### config.mk
export PLATFORM = sky130hd
export DESIGN_NAME = pwm_pair_timer
export DESIGN_NICKNAME = d
export VERILOG_FILES = /design/src/rtl/pwm_pair_pkg.sv /design/src/rtl/pwm_timebase.sv /design/src/rtl/pwm_pingpong.sv /design/src/rtl/pwm_out_chan.sv /design/src/rtl/pwm_pair_timer.sv
export SDC_FILE = /design/constraint.sdc
export NUM_CORES = 1
export LEC_CHECK = 0
export ABC_AREA = 1
export BUFFER_PORTS_ARGS = -buffer_cell sky130_fd_sc_hd__buf_2
export CAP_MARGIN = 20
export CORE_AREA = 2 2 102 104
export CTS_CLUSTER_DIAMETER = 200
export DETAILED_ROUTE_END_ITERATION = 8
export DIE_AREA = 0 0 104 106
export PLACE_DENSITY = 0.62
export SLEW_MARGIN = 0
export SYNTH_ARGS = -nofsm -noshare
export SYNTH_HDL_FRONTEND = slang
export SYNTH_SLANG_ARGS = --single-unit
### constraint.sdc
create_clock -name clk_i -period 4.1 [get_ports clk_i]
set_input_delay 1.025 -clock clk_i [delete_from_list [all_inputs] [get_ports clk_i]]
set_output_delay 1.025 -clock clk_i [all_outputs]
set_load 0.01 [all_outputs]
### src/rtl/pwm_pair_pkg.sv
package pwm_pair_pkg;
  localparam int CNT_W  = 16;
  localparam int ADDR_W = 3;
  localparam int DIV_W  = 3;
  localparam int N_CH   = 2;

  localparam logic [ADDR_W-1:0] A_TMR = 3'd0;
  localparam logic [ADDR_W-1:0] A_MOD = 3'd1;
  localparam int CH_BASE = 2;  // channel g: cfg at CH_BASE+2g, cmp at +1

  localparam logic [1:0] MODE_SOLO = 2'b01;
  localparam logic [1:0] MODE_PAIR = 2'b10;

  typedef struct packed {
    logic       lvl_act;  // compare drives a level
    logic       lvl_set;  // level driven on compare
    logic       tov;      // invert on overflow
    logic [1:0] mode;
  } ch_cfg_t;

  localparam int CFG_W = $bits(ch_cfg_t);
endpackage

### src/rtl/pwm_timebase.sv
module pwm_timebase #(
  parameter int CNT_W = 16,
  parameter int DIV_W = 3
) (
  input  logic             clk_i,
  input  logic             rst_ni,
  input  logic             halt_i,
  input  logic             clr_i,
  input  logic [DIV_W-1:0] div_i,
  input  logic [CNT_W-1:0] mod_i,
  output logic [CNT_W-1:0] cnt_o,
  output logic             tick_o,
  output logic             ovf_o
);
  localparam int PRE_W = (1 << DIV_W) - 1;

  logic [PRE_W-1:0] presc_q, mask;
  logic [CNT_W-1:0] cnt_q;

  assign mask   = (PRE_W'(1) << div_i) - PRE_W'(1);
  assign tick_o = !halt_i && !clr_i && ((presc_q & mask) == mask);
  assign ovf_o  = tick_o && (cnt_q == mod_i);
  assign cnt_o  = cnt_q;

  always_ff @(posedge clk_i or negedge rst_ni) begin
    if (!rst_ni) begin
      presc_q <= '0;
      cnt_q   <= '0;
    end else if (clr_i) begin
      presc_q <= '0;
      cnt_q   <= '0;
    end else if (!halt_i) begin
      presc_q <= presc_q + PRE_W'(1);
      if (tick_o) cnt_q <= ovf_o ? '0 : cnt_q + CNT_W'(1);
    end
  end

  a_r3_wrap_to_zero: assert property (@(posedge clk_i) disable iff (!rst_ni)
    ovf_o |=> (cnt_q == '0));
  a_r5_halt_freezes: assert property (@(posedge clk_i) disable iff (!rst_ni)
    (halt_i && !clr_i) |=> $stable(cnt_q));
endmodule

### src/rtl/pwm_pingpong.sv
module pwm_pingpong (
  input  logic clk_i,
  input  logic rst_ni,
  input  logic linked_i,
  input  logic ovf_i,
  input  logic wr0_i,
  input  logic wr1_i,
  output logic sel_o
);
  logic last_q, last_d, sel_q;

  assign last_d = wr1_i ? 1'b1 : (wr0_i ? 1'b0 : last_q);
  assign sel_o  = sel_q;

  always_ff @(posedge clk_i or negedge rst_ni) begin
    if (!rst_ni) begin
      last_q <= 1'b0;
      sel_q  <= 1'b0;
    end else if (!linked_i) begin
      last_q <= 1'b0;  // channel 0 leads after linking
      sel_q  <= 1'b0;
    end else begin
      last_q <= last_d;
      if (ovf_i) sel_q <= last_d;
    end
  end

  a_r8_sel_only_at_ovf: assert property (@(posedge clk_i) disable iff (!rst_ni)
    (linked_i && !ovf_i) |=> $stable(sel_q));
endmodule

### src/rtl/pwm_out_chan.sv
module pwm_out_chan
  import pwm_pair_pkg::*;
(
  input  logic    clk_i,
  input  logic    rst_ni,
  input  logic    en_i,
  input  logic    hit_i,
  input  logic    ovf_i,
  input  ch_cfg_t cfg_i,
  output logic    q_o
);
  logic q_q, q_d;

  always_comb begin
    q_d = q_q;
    if (en_i) begin
      if (hit_i && cfg_i.lvl_act) q_d = cfg_i.lvl_set;
      if (ovf_i && cfg_i.tov)     q_d = !q_d;  // overflow after compare
    end
  end

  always_ff @(posedge clk_i or negedge rst_ni) begin
    if (!rst_ni) q_q <= 1'b0;
    else         q_q <= q_d;
  end

  assign q_o = q_q;

  a_r1_out_only_on_event: assert property (@(posedge clk_i) disable iff (!rst_ni)
    !(en_i && (hit_i || ovf_i)) |=> $stable(q_q));
endmodule

### src/rtl/pwm_pair_timer.sv
module pwm_pair_timer
  import pwm_pair_pkg::*;
#(
  parameter int CW = pwm_pair_pkg::CNT_W,
  parameter int AW = pwm_pair_pkg::ADDR_W,
  parameter int DW = pwm_pair_pkg::DIV_W
) (
  input  logic          clk_i,
  input  logic          rst_ni,
  input  logic          wr_en_i,
  input  logic [AW-1:0] wr_addr_i,
  input  logic [CW-1:0] wr_data_i,
  output logic          pwm0_o,
  output logic          pwm1_o,
  output logic          ch1_gpio_o
);
  logic          halt_q;
  logic [DW-1:0] div_q;
  logic [CW-1:0] mod_q;
  ch_cfg_t       cfg_q   [N_CH];
  logic [CW-1:0] cmp_q   [N_CH];
  logic [CW-1:0] cmp_act [N_CH];
  logic [N_CH-1:0] wr_cmp, en, hit, q;

  logic          clr, tick, ovf, linked, sel;
  logic [CW-1:0] cnt;

  assign clr = wr_en_i && (wr_addr_i == A_TMR) && wr_data_i[1];

  always_ff @(posedge clk_i or negedge rst_ni) begin
    if (!rst_ni) begin
      halt_q <= 1'b0;
      div_q  <= '0;
      mod_q  <= '1;
      for (int g = 0; g < N_CH; g++) begin
        cfg_q[g] <= '0;
        cmp_q[g] <= '0;
      end
    end else if (wr_en_i) begin
      if (wr_addr_i == A_TMR) begin
        halt_q <= wr_data_i[0];
        div_q  <= wr_data_i[2 +: DW];
      end
      if (wr_addr_i == A_MOD) mod_q <= wr_data_i;
      for (int g = 0; g < N_CH; g++) begin
        if (wr_addr_i == AW'(CH_BASE + 2*g))     cfg_q[g] <= ch_cfg_t'(wr_data_i[CFG_W-1:0]);
        if (wr_addr_i == AW'(CH_BASE + 2*g + 1)) cmp_q[g] <= wr_data_i;
      end
    end
  end

  pwm_timebase #(.CNT_W(CW), .DIV_W(DW)) i_timebase (
    .clk_i, .rst_ni,
    .halt_i (halt_q),
    .clr_i  (clr),
    .div_i  (div_q),
    .mod_i  (mod_q),
    .cnt_o  (cnt),
    .tick_o (tick),
    .ovf_o  (ovf)
  );

  assign linked = (cfg_q[0].mode == MODE_PAIR);

  pwm_pingpong i_pingpong (
    .clk_i, .rst_ni,
    .linked_i (linked),
    .ovf_i    (ovf),
    .wr0_i    (wr_cmp[0]),
    .wr1_i    (wr_cmp[1]),
    .sel_o    (sel)
  );

  for (genvar g = 0; g < N_CH; g++) begin : g_ch
    assign wr_cmp[g] = wr_en_i && (wr_addr_i == AW'(CH_BASE + 2*g + 1));
    if (g == 0) begin : g_lead
      assign cmp_act[g] = (linked && sel) ? cmp_q[1] : cmp_q[0];
      assign en[g]      = (cfg_q[g].mode == MODE_SOLO) || linked;
    end else begin : g_follow
      assign cmp_act[g] = cmp_q[g];
      assign en[g]      = !linked && (cfg_q[g].mode == MODE_SOLO);
    end
    assign hit[g] = tick && (cnt == cmp_act[g]);

    pwm_out_chan i_chan (
      .clk_i, .rst_ni,
      .en_i  (en[g]),
      .hit_i (hit[g]),
      .ovf_i (ovf),
      .cfg_i (cfg_q[g]),
      .q_o   (q[g])
    );
  end

  assign pwm0_o     = q[0];
  assign pwm1_o     = q[1] && !linked;
  assign ch1_gpio_o = linked;

  a_r11_pair_mutes_ch1: assert property (@(posedge clk_i) disable iff (!rst_ni)
    (linked && $past(linked)) |-> !pwm1_o && ch1_gpio_o);
endmodule

==> impl_metrics.json <==
{
  "status": "finished, final reports clean",
  "vias_per_cell": 5.065,
  "drc": 0,
  "syn_to_final_growth_pct": 9.067,
  "min_path_cells": 1,
  "clkTransAtPathRegs_ns": 0.09,
  "dieArea_mm2": 0.01102,
  "critical_path_class": "register to output port",
  "gp_congestion": 0.8792,
  "synth.ff_latch_count": 89,
  "worstPathRequired_ns": 3.07,
  "met2_usage": 0.3586,
  "synth_area_leaders": "dfrtp_1 (38%), nand2_1 (15%), dfstp_2 (8.8%)",
  "placed_cells": 771,
  "fp.dieW_um": 104,
  "ys_seq_area_frac": 0.4680,
  "cp_top_family": "adder cells",
  "top_usage_layer": "met2",
  "synth_cells": 629,
  "io_pins": 25,
  "end_kind": "output port",
  "use_met1": 0.3107,
  "fillCellCount": 1008,
  "fin_tns_setup_ns": 0,
  "path_buf_inv": 3,
  "antenna_cells": 0,
  "dp_hpwl_um": 8187,
  "finalSetupViolCount": 0,
  "finalWirelength_um": 11390,
  "fin_cells": 789,
  "fmax_mhz": 357.5,
  "cts_sinks": 89,
  "overflow": 0,
  "min_to": "i_timebase.presc_q[6]",
  "finalCritPeriodShare": 0.6823,
  "power.density_mw_per_mm2": 494.1,
  "grt_max_degree": 34,
  "antenna_found_initial": 0,
  "yosys_warnings": 0,
  "use_met3": 0.02636,
  "utilization": 0.5238,
  "die_h_um": 106,
  "r2r_end": "g_ch[0].i_chan.q_o",
  "ant_nets": 0,
  "cts_buffers": 9,
  "cts-root-buf": "clkbuf_8",
  "h-tree-depth": 3,
  "first_global_vias": 3871,
  "synth_top_cell_by_area": "dfrtp_1",
  "worstPathCellList": "inv_1 > ha_1 > buf_4 > nor2_1 > buf_2",
  "relSlewSlack": 0.5089,
  "final_cell_mix": "nand2_1 (197), o21ai_0 (74), dfrtp_1 (73), inv_1 (68), nand3_1 (40)",
  "period_needed_ns": 2.797,
  "hold_violations": 0,
  "maxCapViolCount": 0,
  "start_kind": "register",
  "slowest_stage": "ha_1",
  "fin_nets": 673,
  "worst_pin_slew_ns": 0.7347,
  "cts_tree": "yes",
  "vias": 3996,
  "placementRows": 37,
  "synth_nets": 654,
  "cts_buffer_depth": 2,
  "max-vdd-ir-drop_mv": 0.2640,
  "syn_area_per_cell_um2": 7.635,
  "start_util": 0.4802,
  "cts_resized": 0,
  "grt_first_pass_wirelength_um": 19410,
  "post-cts-setup-buffers": 0,
  "firstDrtPassIters": 5,
  "io_buffers": 24,
  "cp.arrival_ns": 1.77,
  "initialDrtViolationCount": 274,
  "hp-class": "register to register",
  "clk_latency_ns": 0.36,
  "final_common_cell": "nand2_1",
  "slowest_delay_ns": 0.50,
  "hold_slack_ns": 0.4699,
  "p_leak_nw": 2.597,
  "rsz0062_at_grt": "false",
  "track_usage": 0.2229,
  "slew_violations": 0,
  "wl_per_cell_um": 14.44,
  "r2r_setup_slack_ns": 1.64,
  "r2r_cells": 15,
  "hold_start": "i_timebase.presc_q[6]",
  "skew_ns": 0.01100,
  "core_area_mm2": 0.01000,
  "drive_above_1_share": 0.1348,
  "crit_fanout": 10,
  "cts.hold.buffers_added": 0,
  "synth_cell_types": 32,
  "synth_top_cell_area_share": 0.3804,
  "r2r-start": "cfg_q[5]",
  "syn-cell-area_mm2": 0.004802
}
cells in the mapped netlist:
cell and count:
nand3b_1 3, a41oi_1 1, or2_2 2, clkbuf_2 2, nor2_1 37, dfstp_2 16
nor4_1 3, nor3_2 1, o21ai_0 74, xor2_1 4, nand3_1 40, a21boi_0 1
xnor2_1 19, nor2_8 1, buf_4 4, inv_2 5, ha_1 3, inv_1 68
a21oi_1 15, dfrtp_1 73, clkbuf_1 9, nor2_4 4, buf_6 1, nand2_1 197
a31oi_1 1, nor2_2 4, nand4_1 13, nand2_2 6, buf_2 6, nand2_4 2
nor3_1 11, nand3_2 3
flip-flops by register name (all words and copies together) (netlist names), 2 cells and up:
register	cells
cfg_q	10
cmp_act	16
cmp_q	16
div_q	3
g_ch.i_chan.q_o	2
i_timebase.cnt_o	16
i_timebase.presc_q	7
mod_q	16
cell type report:
cell class              count  area, um2  area share
flip-flops and latches     89       2247      0.4291
multi-input cells         445       2166      0.4135
inverters                  73      274.0     0.05232
repair buffers             30      195.2     0.03727
clock buffers              14      172.7     0.03297
well taps                 136      170.2     0.03249
clock inverters             2      12.51    0.002389
how the worst max path moves through the flow:
stage / start / to / slack (ns) / depth (start not counted)
finish: cfg_q[5] / pwm1_o / 1.30 / 5
CTS: cfg_q[5] / pwm1_o / 1.26 / 5
floorplan: wr_en_i / i_timebase.cnt_o[12] / 1.93 / 12
global placement: wr_addr_i[0] / i_pingpong.sel_o / 1.52 / 7
global route: cfg_q[5] / pwm1_o / 1.23 / 5
detailed placement: wr_addr_i[0] / i_pingpong.sel_o / 1.42 / 7
per-layer routing:
layer	up-vias	wire length, um
li1	2039	-
met4	0	180
met3	11	283
met5	-	0
met1	1880	5611
met2	66	5317
report_power, final:
| group | switching, mW | internal [mW] | total [mW] |
|---|---|---|---|
| combinational | 0.442 | 0.290 | 0.732 |
| sequential | 0.186 | 1.09 | 1.27 |
| clock | 0.311 | 0.270 | 0.582 |
stage by stage:
step / power (mW) / cell area, um2 / setup slack [ns]
final: 2.588 / 5238 / 1.303
after global routing: 2.792 / 5238 / 1.231
after CTS: 2.607 / 5195 / 1.261
after detailed placement: 2.018 / 5010 / 1.421
after global placement: 1.992 / 5010 / 1.518
after floorplan: 1.815 / 4802 / 1.928
cell families (layout without fill, tap and decap cells):
family | count (synthesis) | after routing | share of synthesized area
adders and majority gates | 3 | 3 | 0.007817
and+or+nand+nor | 327 | 327 | 0.3038
xor gates and xnor gates | 23 | 23 | 0.04195
buffers and inverters | 95 | 119 | 0.08103
AOI/OAI and AO/OA | 92 | 92 | 0.09745
DFF | 89 | 89 | 0.4680
worst reg2reg max path, cell delays in order, from the launching register on:
cell	delay (ns)
dfrtp_1	0.39
inv_1	0.06
ha_1	0.50
nand2_4	0.26
nand2_1	0.15
nand2_1	0.06
nand2_1	0.14
nand2_1	0.07
nor2_1	0.10
nand2_1	0.09
nor2_1	0.15
nand4_1	0.14
nand2_1	0.10
nand2_1	0.05
nand3_1	0.06
nand2_1	0.05
No activity file was read; power rests on OpenSTA's default activity.
